`config.mk`:
```
export PLATFORM = sky130hd
export DESIGN_NAME = shreg_fifo
export DESIGN_NICKNAME = d
export VERILOG_FILES = /design/src/rtl/shreg_fifo_pkg.sv /design/src/rtl/shreg_fifo_store.sv /design/src/rtl/shreg_fifo_ctrl.sv /design/src/rtl/shreg_fifo_head.sv /design/src/rtl/shreg_fifo.sv
export SDC_FILE = /design/constraint.sdc
export NUM_CORES = 1
export LEC_CHECK = 0
export ABC_AREA = 1
export BUFFER_PORTS_ARGS = -buffer_cell sky130_fd_sc_hd__buf_4
export CORE_ASPECT_RATIO = 0.7
export CORE_MARGIN = 2
export CORE_UTILIZATION = 40
export DETAILED_ROUTE_END_ITERATION = 16
export SLEW_MARGIN = 5
export SYNTH_ARGS = -nofsm -noshare
export SYNTH_HDL_FRONTEND = slang
export SYNTH_SLANG_ARGS = --single-unit
```
`constraint.sdc`:
```
create_clock -name clk -period 16.3 [get_ports clk]
set_clock_uncertainty 0.1 [all_clocks]
set_input_delay 0.815 -clock clk [delete_from_list [all_inputs] [get_ports clk]]
set_output_delay 0.815 -clock clk [all_outputs]
set_load 0.01 [all_outputs]
```
`src/rtl/shreg_fifo_pkg.sv`:
```
package shreg_fifo_pkg;

    typedef struct packed {
        logic ovf;
        logic unf;
    } fifo_err_t;

    typedef enum logic [1:0] {
        HEAD_HOLD,
        HEAD_TAP,
        HEAD_BYPASS,
        HEAD_DRAIN
    } head_src_e;

endpackage

```
`src/rtl/shreg_fifo_store.sv`:
```
module shreg_fifo_store #(
    parameter int W        = 8,
    parameter int SR_DEPTH = 16,
    parameter int IW       = 4
) (
    input  logic          clk,
    input  logic          push,
    input  logic [W-1:0]  din,
    input  logic [IW-1:0] tap_idx,
    output logic [W-1:0]  tap_data
);

    localparam logic [IW:0] TAP_LIMIT = (IW+1)'(SR_DEPTH);

    logic [W-1:0] sr_d [SR_DEPTH];
    logic [W-1:0] sr_q [SR_DEPTH];

    always_comb begin
        sr_d[0] = push ? din : sr_q[0];
        for (int i = 1; i < SR_DEPTH; i++) begin
            sr_d[i] = push ? sr_q[i-1] : sr_q[i];
        end
    end

    always_ff @(posedge clk) begin
        sr_q <= sr_d;
    end

    generate
        if (SR_DEPTH == (1 << IW)) begin : g_tap_full
            assign tap_data = sr_q[tap_idx];
        end else begin : g_tap_guarded
            assign tap_data = ({1'b0, tap_idx} < TAP_LIMIT) ? sr_q[tap_idx] : '0;
        end
    endgenerate

endmodule

```
`src/rtl/shreg_fifo_ctrl.sv`:
```
module shreg_fifo_ctrl
    import shreg_fifo_pkg::*;
#(
    parameter int DEPTH = 16,
    parameter int CW    = 5
) (
    input  logic          clk,
    input  logic          rst,
    input  logic          wr_en,
    input  logic          rd_en,
    output logic          wr_acc,
    output logic          rd_acc,
    output logic [CW-1:0] level,
    output logic          full,
    output logic          empty,
    output logic          overflow,
    output logic          underflow
);

    localparam logic [CW-1:0] FULL_LVL = CW'(DEPTH);

    typedef struct packed {
        logic [CW-1:0] cnt;
        fifo_err_t     err;
    } ctrl_state_t;

    ctrl_state_t st_d, st_q;

    always_comb begin
        full   = (st_q.cnt == FULL_LVL);
        empty  = (st_q.cnt == '0);
        wr_acc = wr_en && !full;
        rd_acc = rd_en && !empty;
        st_d   = st_q;
        if (wr_en && full)  st_d.err.ovf = 1'b1;
        if (rd_en && empty) st_d.err.unf = 1'b1;
        case ({wr_acc, rd_acc})
            2'b10:   st_d.cnt = st_q.cnt + CW'(1);
            2'b01:   st_d.cnt = st_q.cnt - CW'(1);
            default: st_d.cnt = st_q.cnt;
        endcase
    end

    always_ff @(posedge clk) begin
        if (rst) st_q <= '0;
        else     st_q <= st_d;
    end

    assign level     = st_q.cnt;
    assign overflow  = st_q.err.ovf;
    assign underflow = st_q.err.unf;

    p_level_bound_r4: assert property (@(posedge clk) disable iff (rst)
        st_q.cnt <= FULL_LVL);
    p_full_blocks_r5: assert property (@(posedge clk) disable iff (rst)
        (full && wr_en && !rd_en) |=> (full && overflow));
    p_ovf_sticky_r5: assert property (@(posedge clk) disable iff (rst)
        overflow |=> overflow);
    p_empty_blocks_r6: assert property (@(posedge clk) disable iff (rst)
        (empty && rd_en && !wr_en) |=> (empty && underflow));
    p_unf_sticky_r6: assert property (@(posedge clk) disable iff (rst)
        underflow |=> underflow);
    p_pair_keeps_level_r7: assert property (@(posedge clk) disable iff (rst)
        (wr_en && rd_en && !full && !empty) |=> $stable(level));

endmodule

```
`src/rtl/shreg_fifo_head.sv`:
```
module shreg_fifo_head
    import shreg_fifo_pkg::*;
#(
    parameter int W  = 8,
    parameter int CW = 5,
    parameter int IW = 4
) (
    input  logic          clk,
    input  logic          rst,
    input  logic          wr_acc,
    input  logic          rd_acc,
    input  logic [CW-1:0] level,
    input  logic [W-1:0]  din,
    input  logic [W-1:0]  tap_data,
    output logic          push,
    output logic [IW-1:0] tap_idx,
    output logic [W-1:0]  head_data
);

    typedef struct packed {
        logic         vld;
        logic [W-1:0] word;
    } head_state_t;

    head_state_t hd_d, hd_q;
    head_src_e   src;
    logic        refill;
    logic        chain_has;
    logic [CW-1:0] lvl_m2;

    always_comb begin
        refill    = !hd_q.vld || rd_acc;
        chain_has = (level >= CW'(2));
        lvl_m2    = level - CW'(2);
        tap_idx   = chain_has ? lvl_m2[IW-1:0] : '0;
        if (!refill)        src = HEAD_HOLD;
        else if (chain_has) src = HEAD_TAP;
        else if (wr_acc)    src = HEAD_BYPASS;
        else                src = HEAD_DRAIN;
        push = wr_acc && (src != HEAD_BYPASS);
        hd_d = hd_q;
        case (src)
            HEAD_TAP:    begin hd_d.vld = 1'b1; hd_d.word = tap_data; end
            HEAD_BYPASS: begin hd_d.vld = 1'b1; hd_d.word = din;      end
            HEAD_DRAIN:  hd_d.vld = 1'b0;
            default:     hd_d = hd_q;
        endcase
    end

    always_ff @(posedge clk) begin
        if (rst) hd_q <= '0;
        else     hd_q <= hd_d;
    end

    assign head_data = hd_q.word;

    p_head_tracks_level_r9: assert property (@(posedge clk) disable iff (rst)
        hd_q.vld == (level != '0));
    p_bypass_lands_r8: assert property (@(posedge clk) disable iff (rst)
        (level == '0 && wr_acc) |=> (hd_q.vld && hd_q.word == $past(din)));

endmodule

```
`src/rtl/shreg_fifo.sv`:
```
module shreg_fifo #(
    parameter int W       = 8,
    parameter int DEPTH   = 16,
    parameter bit OUT_REG = 1'b1
) (
    input  logic                       clk,
    input  logic                       rst,
    input  logic                       wr_en,
    input  logic [W-1:0]               wr_data,
    input  logic                       rd_en,
    output logic [W-1:0]               rd_data,
    output logic                       full,
    output logic                       empty,
    output logic [$clog2(DEPTH+1)-1:0] level,
    output logic                       overflow,
    output logic                       underflow
);

    localparam int CW       = $clog2(DEPTH+1);
    localparam int IW       = $clog2(DEPTH);
    localparam int SR_DEPTH = OUT_REG ? DEPTH - 1 : DEPTH;

    logic          wr_acc, rd_acc;
    logic          push;
    logic [IW-1:0] tap_idx;
    logic [W-1:0]  tap_data;

    shreg_fifo_ctrl #(.DEPTH(DEPTH), .CW(CW)) u_ctrl (
        .clk       (clk),
        .rst       (rst),
        .wr_en     (wr_en),
        .rd_en     (rd_en),
        .wr_acc    (wr_acc),
        .rd_acc    (rd_acc),
        .level     (level),
        .full      (full),
        .empty     (empty),
        .overflow  (overflow),
        .underflow (underflow)
    );

    shreg_fifo_store #(.W(W), .SR_DEPTH(SR_DEPTH), .IW(IW)) u_store (
        .clk      (clk),
        .push     (push),
        .din      (wr_data),
        .tap_idx  (tap_idx),
        .tap_data (tap_data)
    );

    generate
        if (OUT_REG) begin : g_head_reg
            shreg_fifo_head #(.W(W), .CW(CW), .IW(IW)) u_head (
                .clk       (clk),
                .rst       (rst),
                .wr_acc    (wr_acc),
                .rd_acc    (rd_acc),
                .level     (level),
                .din       (wr_data),
                .tap_data  (tap_data),
                .push      (push),
                .tap_idx   (tap_idx),
                .head_data (rd_data)
            );
        end else begin : g_head_flow
            logic [CW-1:0] lvl_m1;
            assign lvl_m1  = level - CW'(1);
            assign tap_idx = (level == '0) ? '0 : lvl_m1[IW-1:0];
            assign push    = wr_acc;
            assign rd_data = tap_data;
        end
    endgenerate

endmodule

```
==> impl_metrics.env <==
export IMPL_yosysTopAreaCell="edfxtp_1"
export IMPL_initial_core_util=0.4113
export IMPL_io_buffers=28
export IMPL_rsz0062_at_grt="false"
export IMPL_syn_area_um2=6075
export IMPL_cp_max_fo=66
export IMPL_hold_class="reg -> reg"
export IMPL_synth_cell_types=23
export IMPL_synth_area_top_cells="edfxtp_1 59%, nand3_1 12%, nand2_1 6.8%"
export IMPL_clk_latency_ps=420
export IMPL_critPathTopFamily="buffers and inverters"
export IMPL_wl_mm=13.18
export IMPL_syn_area_per_cell_um2=10.55
export IMPL_tns_ps=0
export IMPL_fmaxAchievable_ghz=0.2336
export IMPL_grt_antenna_before_repair=0
export IMPL_place_inst=762
export IMPL_vias=4157
export IMPL_firstDrtPassIters=6
export IMPL_r2r_end="u_store.sr_q[111]"
export IMPL_die_y_um=107.1
export IMPL_period_share=0.2626
export IMPL_path_cells="buf_4, nor2_2, nand2_2, nand2_4, o21ai_0, ha_1, nor2_4, buf_4, buf_4"
export IMPL_critPathCaptureType="flip-flop"
export IMPL_synth_cells=576
export IMPL_reg2regPathDepth=9
export IMPL_grt_max_degree=67
export IMPL_hold_viol_final=0
export IMPL_fillers=1364
export IMPL_slew_violations=0
export IMPL_cts_root_buffer="clkbuf_16"
export IMPL_synth_common_cells="145 x nand3_1, 120 x edfxtp_1, 110 x nand2_1, 54 x inv_1, 26 x a21oi_1"
export IMPL_synthArstFlopShare=0
export IMPL_setup_viol=0
export IMPL_ys_flop_type="edfxtp_1"
export IMPL_h_tree_depth=4
export IMPL_ant_nets=0
export IMPL_numCtsBuffers=17
export IMPL_path_clk_slew_ps=60
export IMPL_max_cap_violations=0
export IMPL_ios=29
export IMPL_grt_pass1_vias=3959
export IMPL_cts_tree="done"
export IMPL_globalplace_congestion=0.8226
export IMPL_grt_pass1_wl_mm=21.14
export IMPL_outcome="finished, final reports clean"
export IMPL_post_cts_resized=0
export IMPL_reg2reg_from="u_ctrl.level[0]"
export IMPL_cp_start_kind="flip-flop"
export IMPL_overflow=0
export IMPL_yosysSeqAreaShare=0.6459
export IMPL_synth_most_common_cell="nand3_1"
export IMPL_cpMostUsedCell="buf_4"
export IMPL_via_per_inst=5.236
export IMPL_min_path_cells=0
export IMPL_syn_nets=595
export IMPL_slew_headroom=0.4442
export IMPL_path_depth=9
export IMPL_hpwl_mm=7.529
export IMPL_ys_seq_elements=136
export IMPL_synth_top_area_share=0.5932
export IMPL_yosys_warnings=0
export IMPL_cp_slowest_cell="buf_4"
export IMPL_arrival_ps=4220
export IMPL_timing_final_crit_period_ps=4281
export IMPL_reg2reg_slack_ps=12020
export IMPL_cts_num_sinks=136
export IMPL_drtIter0Drc=383
export IMPL_cts_setup_buffers=0
export IMPL_die_x_um=151.3
export IMPL_final_nets=605
export IMPL_core_um2=14770
export IMPL_worstHoldStart="u_store.sr_q[12]"
export IMPL_crit_path_max_incr_delay_ps=710
export IMPL_n_antenna_cell=0
export IMPL_post_route_drc_count=0
export IMPL_crit_type="reg -> reg"
export IMPL_clockBufferDepth=2
export IMPL_fin_ws_ps=12020
export IMPL_whs_endpoint="u_store.sr_q[4]"
export IMPL_drive_above_1_share=0.1285
export IMPL_dp_slack_ps=11980
export IMPL_cp_required_ps=16240
export IMPL_wl_per_cell_um=16.60
export IMPL_grt_util_all_layers=0.1726
export IMPL_tightestPinTransition_ps=833.7
export IMPL_path_buf_inv=3
export IMPL_dieArea_um2=16200
export IMPL_synth_edf_count=120
export IMPL_row_count=37
export IMPL_syn_to_final_growth_pct=13.33
export IMPL_fin_cells=794
export IMPL_cts_hold_buf=0
flip-flops by register name (all words and copies together) (netlist names):
signal / count
u_store.sr_q: 120
g_head_reg.u_head.head_data: 8
u_ctrl.level: 5
g_head_reg.u_head.hd_q: 1
u_ctrl.overflow: 1
u_ctrl.underflow: 1
stage by stage:
step,instance area (um2),utilization,hold slack (ps)
2_1_floorplan,6075,-,316.6
3_3_place_gp,6322,0.4281,328.8
3_5_place_dp,6322,0.4281,329.5
4_1_cts,6884,0.4662,337.2
5_1_grt,6884,0.4662,336.8
6_report,6884,0.4662,339.3
worst max path at each step:
stage	from	to	slack (ps)
floorplan	u_ctrl.level[1]	u_store.sr_q[0]	8760
global route	u_ctrl.level[0]	u_store.sr_q[87]	11660
finish	u_ctrl.level[0]	u_store.sr_q[111]	12020
global placement	u_ctrl.level[0]	u_store.sr_q[45]	12120
detailed placement	u_ctrl.level[0]	u_store.sr_q[106]	11980
CTS	u_ctrl.level[0]	u_store.sr_q[82]	11970
layer usage:
metal / part of all wire / global-route usage / vias to the layer above / routed length (um)
li1: - / - / 1996 / -
met1: 0.51 / 0.2656 / 2017 / 6706
met2: 0.41 / 0.2295 / 128 / 5444
met3: 0.066 / 0.05830 / 16 / 870
met4: 0.012 / 0.04539 / 0 / 158
met5: 0 / 0 / - / 0
layout by cell type (no fill, tap or decap), drive strengths merged:
cell type | netlist | final
clkbuf | 8 | 21
edfxtp | 120 | 120
nand3 | 145 | 145
xor2 | 3 | 3
nor2 | 12 | 12
o21ai | 18 | 18
inv | 59 | 61
buf | 32 | 31
dfxtp | 16 | 16
xnor2 | 2 | 2
a21oi | 26 | 26
o211ai | 1 | 1
clkinv | 0 | 9
nand2 | 116 | 116
nand3b | 10 | 10
a41oi | 1 | 1
ha | 7 | 7
cell type report:
class | instances | area, um2 | share of cell area
clock inverters | 11 | 68.82 | 0.009996
inverters | 59 | 224.0 | 0.03253
repair buffers | 31 | 232.7 | 0.03381
multi-input cells | 341 | 1697 | 0.2465
clock buffers | 21 | 493.0 | 0.07161
flip-flops and latches | 136 | 3925 | 0.5702
well taps | 195 | 244.0 | 0.03544
logic make-up (layout without fill, tap and decap cells):
family	Yosys count	after routing	synth area share
AO/OA/AOI/OAI	46	46	0.03893
XOR/XNOR	5	5	0.007210
adder cells (fa/ha/maj)	7	7	0.01442
buffers and inverters	99	122	0.07600
flip-flops	136	136	0.6459
AND/OR/NAND/NOR	283	283	0.2175
Power is left out: the tool's default activity adds up to more than one toggle a clock period on the data nets, which glitch-free logic cannot reach.
